File: src/rtl/trim_pkg.sv
package trim_pkg;

  localparam int MODE_W = 3;

  // Samples needed for a burst of the given mode
  function automatic int unsigned need_count(logic [MODE_W-1:0] m);
    case (m)
      3'd1:    return 2;
      3'd2:    return 4;
      3'd3:    return 6;
      3'd4:    return 10;
      3'd5:    return 18;
      default: return 1;
    endcase
  endfunction

  // Whether one maximum and one minimum are discarded
  function automatic logic drops_extremes(logic [MODE_W-1:0] m);
    return (m >= 3'd2) && (m <= 3'd5);
  endfunction

  // log2 of the samples left after trimming
  function automatic int unsigned avg_shift(logic [MODE_W-1:0] m);
    case (m)
      3'd1, 3'd2: return 1;
      3'd3:       return 2;
      3'd4:       return 3;
      3'd5:       return 4;
      default:    return 0;
    endcase
  endfunction

endpackage

File: src/rtl/trim_mode_decode.sv
module trim_mode_decode
  import trim_pkg::*;
#(
  parameter int CNT_W = 5,
  parameter int SH_W  = 3
) (
  input  logic [MODE_W-1:0] mode_i,
  output logic [CNT_W-1:0]  need_o,
  output logic              drop_o,
  output logic [SH_W-1:0]   shift_o
);
  always_comb begin
    need_o  = CNT_W'(need_count(mode_i));
    drop_o  = drops_extremes(mode_i);
    shift_o = SH_W'(avg_shift(mode_i));
  end
endmodule

File: src/rtl/trim_stats.sv
module trim_stats #(
  parameter int SAMPLE_W = 16,
  parameter int ACC_W    = 21,
  parameter int CNT_W    = 5
) (
  input  logic                clk,
  input  logic                rst_n,
  input  logic                clear_i,
  input  logic                take_i,
  input  logic [SAMPLE_W-1:0] sample_i,
  output logic [ACC_W-1:0]    sum_o,
  output logic [SAMPLE_W-1:0] max_o,
  output logic [SAMPLE_W-1:0] min_o,
  output logic [CNT_W-1:0]    cnt_o,
  output logic [ACC_W-1:0]    nxt_sum_o,
  output logic [SAMPLE_W-1:0] nxt_max_o,
  output logic [SAMPLE_W-1:0] nxt_min_o
);
  localparam logic [SAMPLE_W-1:0] MIN_INIT = '1;

  always_comb begin
    nxt_sum_o = sum_o + {{(ACC_W-SAMPLE_W){1'b0}}, sample_i};
    nxt_max_o = (sample_i > max_o) ? sample_i : max_o;
    nxt_min_o = (sample_i < min_o) ? sample_i : min_o;
  end

  always_ff @(posedge clk) begin
    if (!rst_n || clear_i) begin
      sum_o <= '0;
      max_o <= '0;
      min_o <= MIN_INIT;
      cnt_o <= '0;
    end else if (take_i) begin
      sum_o <= nxt_sum_o;
      max_o <= nxt_max_o;
      min_o <= nxt_min_o;
      cnt_o <= cnt_o + CNT_W'(1);
    end
  end
endmodule

File: src/rtl/trim_result.sv
module trim_result #(
  parameter int SAMPLE_W = 16,
  parameter int ACC_W    = 21,
  parameter int SH_W     = 3
) (
  input  logic                clk,
  input  logic                rst_n,
  input  logic                fire_i,
  input  logic                drop_i,
  input  logic [SH_W-1:0]     shift_i,
  input  logic [ACC_W-1:0]    sum_i,
  input  logic [SAMPLE_W-1:0] max_i,
  input  logic [SAMPLE_W-1:0] min_i,
  output logic [SAMPLE_W-1:0] result_o,
  output logic                done_o
);
  // Remove one max and one min if asked, then divide by shifting
  function automatic logic [SAMPLE_W-1:0] trimmed_mean(
    logic [ACC_W-1:0] s, logic [SAMPLE_W-1:0] hi, logic [SAMPLE_W-1:0] lo,
    logic drop, logic [SH_W-1:0] sh);
    logic [ACC_W-1:0] rest;
    rest = s;
    if (drop)
      rest = s - {{(ACC_W-SAMPLE_W){1'b0}}, hi} - {{(ACC_W-SAMPLE_W){1'b0}}, lo};
    return SAMPLE_W'(rest >> sh);
  endfunction

  always_ff @(posedge clk) begin
    if (!rst_n) begin
      result_o <= '0;
      done_o   <= 1'b0;
    end else begin
      done_o <= fire_i;
      if (fire_i) result_o <= trimmed_mean(sum_i, max_i, min_i, drop_i, shift_i);
    end
  end
endmodule

File: src/rtl/trim_mean_filter.sv
module trim_mean_filter
  import trim_pkg::*;
#(
  parameter int SAMPLE_W  = 16,
  parameter int MAX_BURST = 18
) (
  input  logic                clk,
  input  logic                rst_n,
  input  logic                start_i,
  input  logic [2:0]          mode_i,
  input  logic                sample_valid_i,
  input  logic [SAMPLE_W-1:0] sample_i,
  output logic [SAMPLE_W-1:0] result_o,
  output logic                done_o
);
  localparam int CNT_W = $clog2(MAX_BURST + 1);
  localparam int ACC_W = SAMPLE_W + $clog2(MAX_BURST);
  localparam int SH_W  = 3;

  logic                busy_q;
  logic [MODE_W-1:0]   mode_q;
  logic                start_acc;
  logic                take;
  logic                last;
  logic [CNT_W-1:0]    need_w;
  logic                drop_w;
  logic [SH_W-1:0]     shift_w;
  logic [ACC_W-1:0]    sum_q, nxt_sum;
  logic [SAMPLE_W-1:0] max_q, min_q, nxt_max, nxt_min;
  logic [CNT_W-1:0]    cnt_q;

  assign start_acc = start_i && !busy_q;
  assign take      = busy_q && sample_valid_i;
  assign last      = take && ((cnt_q + CNT_W'(1)) == need_w);

  always_ff @(posedge clk) begin
    if (!rst_n) begin
      busy_q <= 1'b0;
      mode_q <= '0;
    end else if (start_acc) begin
      busy_q <= 1'b1;
      mode_q <= mode_i;
    end else if (last) begin
      busy_q <= 1'b0;
    end
  end

  trim_mode_decode #(.CNT_W(CNT_W), .SH_W(SH_W)) u_dec (
    .mode_i (mode_q),
    .need_o (need_w),
    .drop_o (drop_w),
    .shift_o(shift_w)
  );

  trim_stats #(.SAMPLE_W(SAMPLE_W), .ACC_W(ACC_W), .CNT_W(CNT_W)) u_stats (
    .clk      (clk),
    .rst_n    (rst_n),
    .clear_i  (start_acc),
    .take_i   (take),
    .sample_i (sample_i),
    .sum_o    (sum_q),
    .max_o    (max_q),
    .min_o    (min_q),
    .cnt_o    (cnt_q),
    .nxt_sum_o(nxt_sum),
    .nxt_max_o(nxt_max),
    .nxt_min_o(nxt_min)
  );

  trim_result #(.SAMPLE_W(SAMPLE_W), .ACC_W(ACC_W), .SH_W(SH_W)) u_res (
    .clk     (clk),
    .rst_n   (rst_n),
    .fire_i  (last),
    .drop_i  (drop_w),
    .shift_i (shift_w),
    .sum_i   (nxt_sum),
    .max_i   (nxt_max),
    .min_i   (nxt_min),
    .result_o(result_o),
    .done_o  (done_o)
  );
endmodule

File: config.mk
export PLATFORM = sky130hd
export DESIGN_NAME = trim_mean_filter
export DESIGN_NICKNAME = d
export VERILOG_FILES = /design/src/rtl/trim_pkg.sv /design/src/rtl/trim_mode_decode.sv /design/src/rtl/trim_stats.sv /design/src/rtl/trim_result.sv /design/src/rtl/trim_mean_filter.sv
export SDC_FILE = /design/constraint.sdc
export NUM_CORES = 1
export LEC_CHECK = 0
export ABC_AREA = 1
export BUFFER_PORTS_ARGS = -buffer_cell sky130_fd_sc_hd__buf_2
export CAP_MARGIN = 20
export CORE_UTILIZATION = 45
export CTS_CLUSTER_SIZE = 8
export DETAILED_ROUTE_END_ITERATION = 10
export GPL_TIMING_DRIVEN = 0
export HOLD_SLACK_MARGIN = 0.08
export PLACE_DENSITY_LB_ADDON = 0.08
export SYNTH_ARGS = -nofsm -noshare
export SYNTH_HDL_FRONTEND = slang
export SYNTH_SLANG_ARGS = --single-unit
File: constraint.sdc
create_clock -name clk -period 5.6 [get_ports clk]
set_clock_uncertainty 0.2 [all_clocks]
set_input_delay 1.68 -clock clk [delete_from_list [all_inputs] [get_ports clk]]
set_output_delay 1.68 -clock clk [all_outputs]
set_load 0.1 [all_outputs]
==> parameters.txt, run 1 <==
Parameter                              Value

Outcome
  Run status ... complete, no violations

Die
  Starting density of the core ... 0.4664
  Top-level port count ... 40
  Site Rows ... 46
  Placeable core region ... 16,060 um^2
  Die extent in y ... 131.0 um
  Horizontal die dimension ... 131.0 um
  Total die area ... 17,160 um^2

Routing
  Average vias per placed instance ... 5.507
  Count of routing violations after the opening detailed-route iteration ... 716
  Total wire length after detailed routing ... 24,860 um
  Routed len/inst ... 16.84 um
  Antenna Nets Post-Route ... 0
  Total via count in the routed design ... 8,128
  DRC violations left ... 0
  First-pass DRT Iterations ... 5

Critical path
  Worst Path Max Fanout ... 5
  Worst Path Class, Setup ... in -> reg
  Kind of start point of the critical path ... input port
  Register-to-Register Setup Slack ... 1.11 ns
  Category of the worst setup path capture point ... flop
  Worst path arrival time ... 5.55 ns
  Source of the worst register-to-register timing path ... u_stats.max_o[1]
  Critical path endpoint ... u_res.result_o[6]
  Crit path required time ... 5.62 ns
  Launch point of the critical path ... sample_i[3]
  Worst R2R End ... u_res.result_o[6]
  Register-to-Register Path Depth ... 28

Global routing
  Vias in the first global route ... 7,037
  Global-route usage over all layers ... 0.2880
  Antenna violations before repair ... 0
  Wire length of the first global-routing pass ... 37,050 um
  Sum of overflow across all layers after global routing ... 0
  Largest net degree at the start of global routing ... 14

Yosys
  Net count of the mapped netlist ... 1,288
  Avg Inst Size Synth ... 6.342 um^2
  EDFF count, synth ... 0
  Gate Count Post-Synth ... 1,181
  Count of synthesis-stage warnings from yosys ... 0
  Asr flop ratio synth ... 0
  Number of synthesized register bits ... 78
  Number of distinct library cells after synthesis ... 49
  Sequential element share of the synthesized area ... 0.2085
  Most frequently used flop master after synthesis ... dfxtp_1
  Post-synthesis cell area ... 7490 um^2

Power and ir drop
  Sequential cell fraction of total power ... 0.204
  Proportion of power drawn by combinational gates ... 0.555
  Sw Ratio ... 0.4318
  Maximum resistive drop on vdd ... 0.1886 mV
  Power density cells ... 304.6 nW/um^2
  Power share of the clock group ... 0.241
  Switching pwr ... 0.001261 W
  Total internal power ... 0.001659 W
  Static leakage ... 4.723 nW

Run
  Max cap viols ... 0

Placement
  Dpl ws ... -0.9526 ns
  Number of I/O port buffers ... 39
  Post-Place Cells ... 1,436
  Final HPWL DP ... 18,850 um
  Routability cong. ... 0.9797

Layout
  Share of post-route cells with drive strength above 1 ... 0.2587
  Layout net count ... 1,362
  Layout overhead on the synthesized area ... 28.00%
  Number of standard cells in the final layout excluding fillers ... 1,476
  Filler Cells Inserted ... 1,524
  Ant diodes ... 0

STA
  Max Freq ... 181.0 MHz
  Post-route worst hold slack ... 0.2594 ns
  RSZ-0062 raised after global routing ... true
  Max-Slew Margin vs Limit ... 0.4844
  Hold violation total from the final report ... 0
  Minimum period implied by the final worst setup slack ... 5.526 ns
  Setup slack of the critical path after layout ... 0.07369 ns
  Final-report max-slew violation count ... 0
  Final setup fails ... 0
  Slew at the pin closest to its max-slew limit ... 0.7734 ns
  Period Utilization, post-route ... 0.9868

Clocking
  Later-pin clock latency in the skew report ... 0.36 ns
  Clock buffers created by TritonCTS ... 9
  CTS tree ... built
  Clk pin slew, worst setup/hold paths ... 0.07 ns
  Max H-tree Level ... 3
  Maximum number of buffers from clock root to sink ... 2
  Clock root buffer ... clkbuf_16
  Clock tree sinks ... 78
  Post-CTS Hold Fix Bufs ... 0

Hold path
  Class of the most critical hold timing path ... reg -> reg
[critical path, stage by stage]
cell and delay, ns:
buf_2 0.16, ha_4 0.26, a21oi_2 0.11, o21a_1 0.15, o221ai_2 0.10, nand2_2 0.13
o2111ai_4 0.26, nand2_8 0.19, buf_8 0.13, nand2_2 0.04, and2_4 0.15, fa_1 0.52
ha_4 0.34, nand2_4 0.07, a21oi_4 0.18, nand2_2 0.09, nand2_4 0.12, nand2_1 0.08
nand2_1 0.06, nand2_1 0.05, nand3_1 0.10, nand3_1 0.15, nand3_2 0.12, nand3_1 0.11
nand3_1 0.13, a21oi_1 0.06
[power groups by stage]
stage          registers (W)  logic (W)  clock network (W)
2_1_floorplan       0.000645   0.000788                  0
3_3_place_gp        0.000606    0.00108                  0
3_5_place_dp        0.000607    0.00108                  0
4_1_cts             0.000594    0.00121           0.000709
5_1_grt             0.000597    0.00176           0.000736
6_report            0.000595    0.00162           0.000705
[placed cells by master (no fill, tap or decap), types with 8 or more instances in the layout]
master	synthesis	final
nor2_2	5	8
inv_2	9	16
ha_1	67	45
nand3_2	11	47
o21ai_0	76	50
buf_2	8	41
nand3_1	126	90
clkbuf_16	0	10
o21ai_1	5	14
fa_1	17	10
nor2_1	65	62
buf_4	1	21
dfxtp_1	78	78
nand2_4	0	13
ha_4	0	21
inv_1	156	148
o21ai_2	3	14
a21oi_2	2	16
buf_6	6	12
nand3b_1	9	9
o211ai_1	10	10
and2_4	0	13
clkbuf_1	20	19
nand4_1	10	10
nand2_2	11	44
a21oi_1	106	87
nand2_1	314	267
[metal layers]
layer | global-route usage | up-vias | wire [um]
met5 | 0 | - | 0
met4 | 0.09601 | 0 | 636
met3 | 0.05334 | 37 | 1608
met2 | 0.4426 | 240 | 10890
met1 | 0.4036 | 3827 | 11720
li1 | - | 4024 | -
[final cells by class]
class,instances,area [um^2],area share
buffer,36,240.2,0.02506
clock buffer,11,232.7,0.02428
clock inverter,5,106.4,0.01109
inverter,168,640.6,0.06682
multi-input combinational,899,6095,0.6357
sequential,78,1562,0.1629
tap,216,270.3,0.02819
timing repair buffer,63,440.4,0.04594
[repair_timing]
action,4_1_cts,5_1_grt
gates cloned,0,2
gates resized for setup,85,190
buffers inserted,9,13
setup endpoints to repair,16,16
pin swaps,12,76
[metrics by stage]
step | utilization | setup TNS, ns | total power [W] | cell area (um^2)
floorplan | - | 0 | 0.001433 | 7490
global placement | 0.4954 | -13.34 | 0.001684 | 7955
detailed placement | 0.4954 | -13.70 | 0.001690 | 7955
CTS | 0.5431 | 0 | 0.002513 | 8721
global route | 0.5970 | -0.9139 | 0.003096 | 9587
finish | 0.5970 | 0 | 0.002920 | 9587
[worst min path at each step]
stage,startpoint,endpoint,slack [ns],cells past startpoint
after CTS,u_res.result_o[11],u_res.result_o[11],0.26,2
after global routing,u_stats.min_o[9],u_stats.min_o[9],0.29,2
after floorplan,u_stats.min_o[10],u_stats.min_o[10],0.24,2
after detailed placement,u_res.result_o[11],u_res.result_o[11],0.25,2
final,u_res.result_o[1],u_res.result_o[1],0.26,2
after global placement,u_stats.min_o[9],u_stats.min_o[9],0.25,2
[flip-flops by register name, indices dropped and copies added, names as in the netlist]
name,cells
u_stats.min_o,16
busy_q,1
u_stats.sum_o,20
u_stats.cnt_o,5
u_stats.max_o,16
u_res.done_o,1
u_res.result_o,16
mode_q,3
[cell usage after synthesis (11+ instances only)]
| cell | instances | area share |
|---|---|---|
| a21oi_1 | 106 | 0.071 |
| clkbuf_1 | 20 | 0.010 |
| fa_1 | 17 | 0.045 |
| nand2_2 | 11 | 0.0092 |
| and2_1 | 19 | 0.016 |
| nand3_2 | 11 | 0.015 |
| ha_1 | 67 | 0.11 |
| nor2_1 | 65 | 0.033 |
| inv_1 | 156 | 0.078 |
| nand2_1 | 314 | 0.16 |
| dfxtp_1 | 78 | 0.21 |
| nand3_1 | 126 | 0.084 |
| o21ai_0 | 76 | 0.051 |
[kinds of logic after synthesis]
kind of cell    count (synthesis)  synth area share
simple gates                  585            0.3481
fa+ha+maj                      84            0.1574
compound gates                218            0.1597
flops                          78            0.2085
xor+xnor                       11           0.01387
buf+inv                       204            0.1111
mux                             1          0.001337
Power figures use the tool's default switching activity.
==> run 2, diff against run 1 <==
MAX_ROUTING_LAYER = met4   (was not set)
==> run 2 against run 1 <==
  * Routed wire length decreased by 1.6%
  * Sequential power hardly changed
  * Register-to-register slack hardly changed
  * Clock power down 15%
  * Combinational power fell by 6%
  * Sequential cell count did not move
  * Sequential share of layout area is 0.40 points higher
  * Global-route usage rose by 0.99 points
  * Critical endpoint is now u_res.result_o[10]
  * Largest cell class unchanged
==> parameters.txt, run 2 (same netlist as run 1, synthesis figures left out) <==
Parameter                              Value

Critical path
  Worst path arrival time ... 5.50 ns (-0.05 ns)
  Worst Path Max Fanout ... 6 (+1)
  Kind of start point of the critical path ... input port
  Category of the worst setup path capture point ... flop
  Crit path required time ... 5.62 ns (about the same)
  Register-to-Register Path Depth ... 29 (+3.6%)
  Worst Path Class, Setup ... in -> reg

Placement
  Routability cong. ... 1.009 (+3.0%)
  Number of I/O port buffers ... 39 (unchanged)
  Final HPWL DP ... 18,760 um (-0.44%)
  Area post-placement ... 7955 um^2 (unchanged)
  Post-Place Cells ... 1,436 (unchanged)
  Dpl ws ... -0.8932 ns (+0.05942 ns)

Die
  Top-level port count ... 40 (unchanged)
  Die extent in y ... 131.0 um (unchanged)
  Placeable core region ... 16,060 um^2 (unchanged)
  Site Rows ... 46 (unchanged)
  Horizontal die dimension ... 131.0 um (unchanged)
  Starting density of the core ... 0.4664 (unchanged)
  Total die area ... 17,160 um^2 (unchanged)

Global routing
  Wire length of the first global-routing pass ... 36,980 um (-0.17%)
  Vias in the first global route ... 6,942 (-1.4%)
  GR peak layer ... met2
  Sum of overflow across all layers after global routing ... 0 (unchanged)
  Largest net degree at the start of global routing ... 13 (-1)
  Antenna violations before repair ... 0 (unchanged)
  Global-route met3 utilization ... 0.05049 (-0.002850)
  Met1 usage in global routing ... 0.4109 (+0.007345)
  Global-route usage over all layers ... 0.2980 (+0.009936)
  Met2 usage in global routing ... 0.4438 (+0.001245)

Routing
  Routed len/inst ... 16.66 um (-1.0%)
  Total wire length after detailed routing ... 24,460 um (-1.6%)
  DRC violations left ... 0 (unchanged)
  Total via count in the routed design ... 7,972 (-1.9%)
  Antenna Nets Post-Route ... 0 (unchanged)
  First-pass DRT Iterations ... 5 (unchanged)
  Count of routing violations after the opening detailed-route iteration ... 641 (-10%)
  Average vias per placed instance ... 5.431 (-1.4%)

Layout
  Most common library cell in the layout ignoring fill and taps ... nand2_1
  Highest-count cells in the layout ignoring fill and taps ... nand2_1 (270), inv_1 (149), nand3_1 (89), a21oi_1 (84), dfxtp_1 (78)
  Largest Register ... u_stats.sum_o
  Ant diodes ... 0 (unchanged)
  Largest register FFs ... 20 (unchanged)
  Layout overhead on the synthesized area ... 24.96%
  Footprint of the flip-flops and latches ... 1562 um^2 (unchanged)
  Total non-filler cell area in the finished layout ... 9359 um^2 (-2.4%)
  Layout net count ... 1,356 (-0.44%)
  Share of post-route cells with drive strength above 1 ... 0.2516 (-0.007133)
  Number of standard cells in the final layout excluding fillers ... 1,468 (-0.54%)
  Footprint of the multi-input gates ... 6002 um^2 (-1.5%)
  Filler Cells Inserted ... 1,577 (+3.5%)

Power and ir drop
  Static leakage ... 4.585 nW (-2.9%)
  Power density cells ... 289.4 nW/um^2 (-5.0%)
  Final total power ... 0.002709 W (-7.2%)
  Maximum resistive drop on vdd ... 0.2258 mV (+20%)

Clocking
  Clock buffers created by TritonCTS ... 9 (unchanged)
  Clock root buffer ... clkbuf_16
  CTS tree ... built
  Clk pin slew, worst setup/hold paths ... 0.06 ns (about the same)
  Max H-tree Level ... 3 (unchanged)
  Clock tree sinks ... 78 (unchanged)
  Later-pin clock latency in the skew report ... 0.36 ns (about the same)
  Maximum number of buffers from clock root to sink ... 2 (unchanged)

STA
  Max-Slew Margin vs Limit ... 0.5142 (+0.02978)
  Final-report max-slew violation count ... 0 (unchanged)
  Max Freq ... 182.5 MHz (+0.88%)
  Slew at the pin closest to its max-slew limit ... 0.7287 ns (-0.04467 ns)
  Period Utilization, post-route ... 0.9782 (-0.008633)
  Minimum period implied by the final worst setup slack ... 5.478 ns (-0.04834 ns)
  RSZ-0062 raised after global routing ... true
  Final setup fails ... 0 (unchanged)
  Hold violation total from the final report ... 0 (unchanged)
  Setup slack of the critical path after layout ... 0.1220 ns (+0.04834 ns)

Hold path
  Class of the most critical hold timing path ... reg -> reg
  Worst hold path stage count ... 2 (unchanged)

Run
  Max cap viols ... 0 (unchanged)

Outcome
  Run status ... complete, no violations
## run 2: cell count changes in the layout (fill, tap and decap cells not counted), sizes merged
cell,before,now
buf,78,74
clkinv,0,1
clkinvlp,1,2
bufinv,3,1
clkbuf,32,29
inv,169,168
## run 2: metal layers
layer / wire length (um) / part of all wire
met5: 0 / 0
met4: 515 / 0.021
met3: 1622 / 0.066
met2: 10640 / 0.43
met1: 11690 / 0.48
## run 2: path summary, 6_finish.rpt
path | from | endpoint | slack (ns)
worst max-delay path | sample_i[3] | u_res.result_o[10] | 0.12
worst min register to register | u_res.result_o[10] | u_res.result_o[10] | 0.26
worst min-delay path | u_res.result_o[10] | u_res.result_o[10] | 0.26
worst max register to register | u_stats.max_o[1] | u_res.result_o[10] | 1.11
## run 2: what timing repair did
action	4_1_cts	5_1_grt
setup buffers	11	5
gates cloned	1	1
pin swaps	11	80
hold buffers	0	0
setup endpoints to repair	16	16
gates resized for setup	68	188
## run 2: report_power, final
group / total [W] / leakage (nW) / switching (W) / internal, W
sequential: 0.000595 / 0.634 / 0.0000147 / 0.000580
combinational: 0.00152 / 3.82 / 0.000933 / 0.000583
clock: 0.000598 / 0.130 / 0.000258 / 0.000340
## run 2: area by class of cell
class                   instances  share of cell area
multi-input cells             899              0.6413
flip-flops and latches         78              0.1668
inverters                     168             0.06818
repair buffers                 57             0.04037
well taps                     216             0.02888
plain buffers                  36             0.02460
clock buffers                  10             0.02447
clock inverters                 4            0.005348
## run 2: critical path: stages
cell and delay [ns]:
buf_4 0.15, ha_4 0.25, a21oi_2 0.11, o21a_1 0.16, o221ai_2 0.12, nand2_2 0.12
o2111ai_4 0.22, nand2_4 0.18, buf_6 0.15, nand2_2 0.04, and2_4 0.14, fa_2 0.62
ha_4 0.24, a21oi_2 0.18, o21ai_0 0.12, a21oi_2 0.22, nand2_4 0.08, nand2_2 0.07
nand2_2 0.05, nand2_2 0.07, nand3_2 0.10, nand2_1 0.08, nand2_1 0.06, nand2_1 0.09
nand2_1 0.05, nand3_1 0.08, a21oi_1 0.06
## run 2: through the flow
step	utilization	setup TNS, ns	hold slack [ns]
finish	0.5828	0	0.2576
global route	0.5828	-0.4045	0.2840
CTS	0.5350	0	0.2619
detailed placement	0.4954	-12.79	0.2528
global placement	0.4954	-13.21	0.2500
floorplan	-	0	0.2389
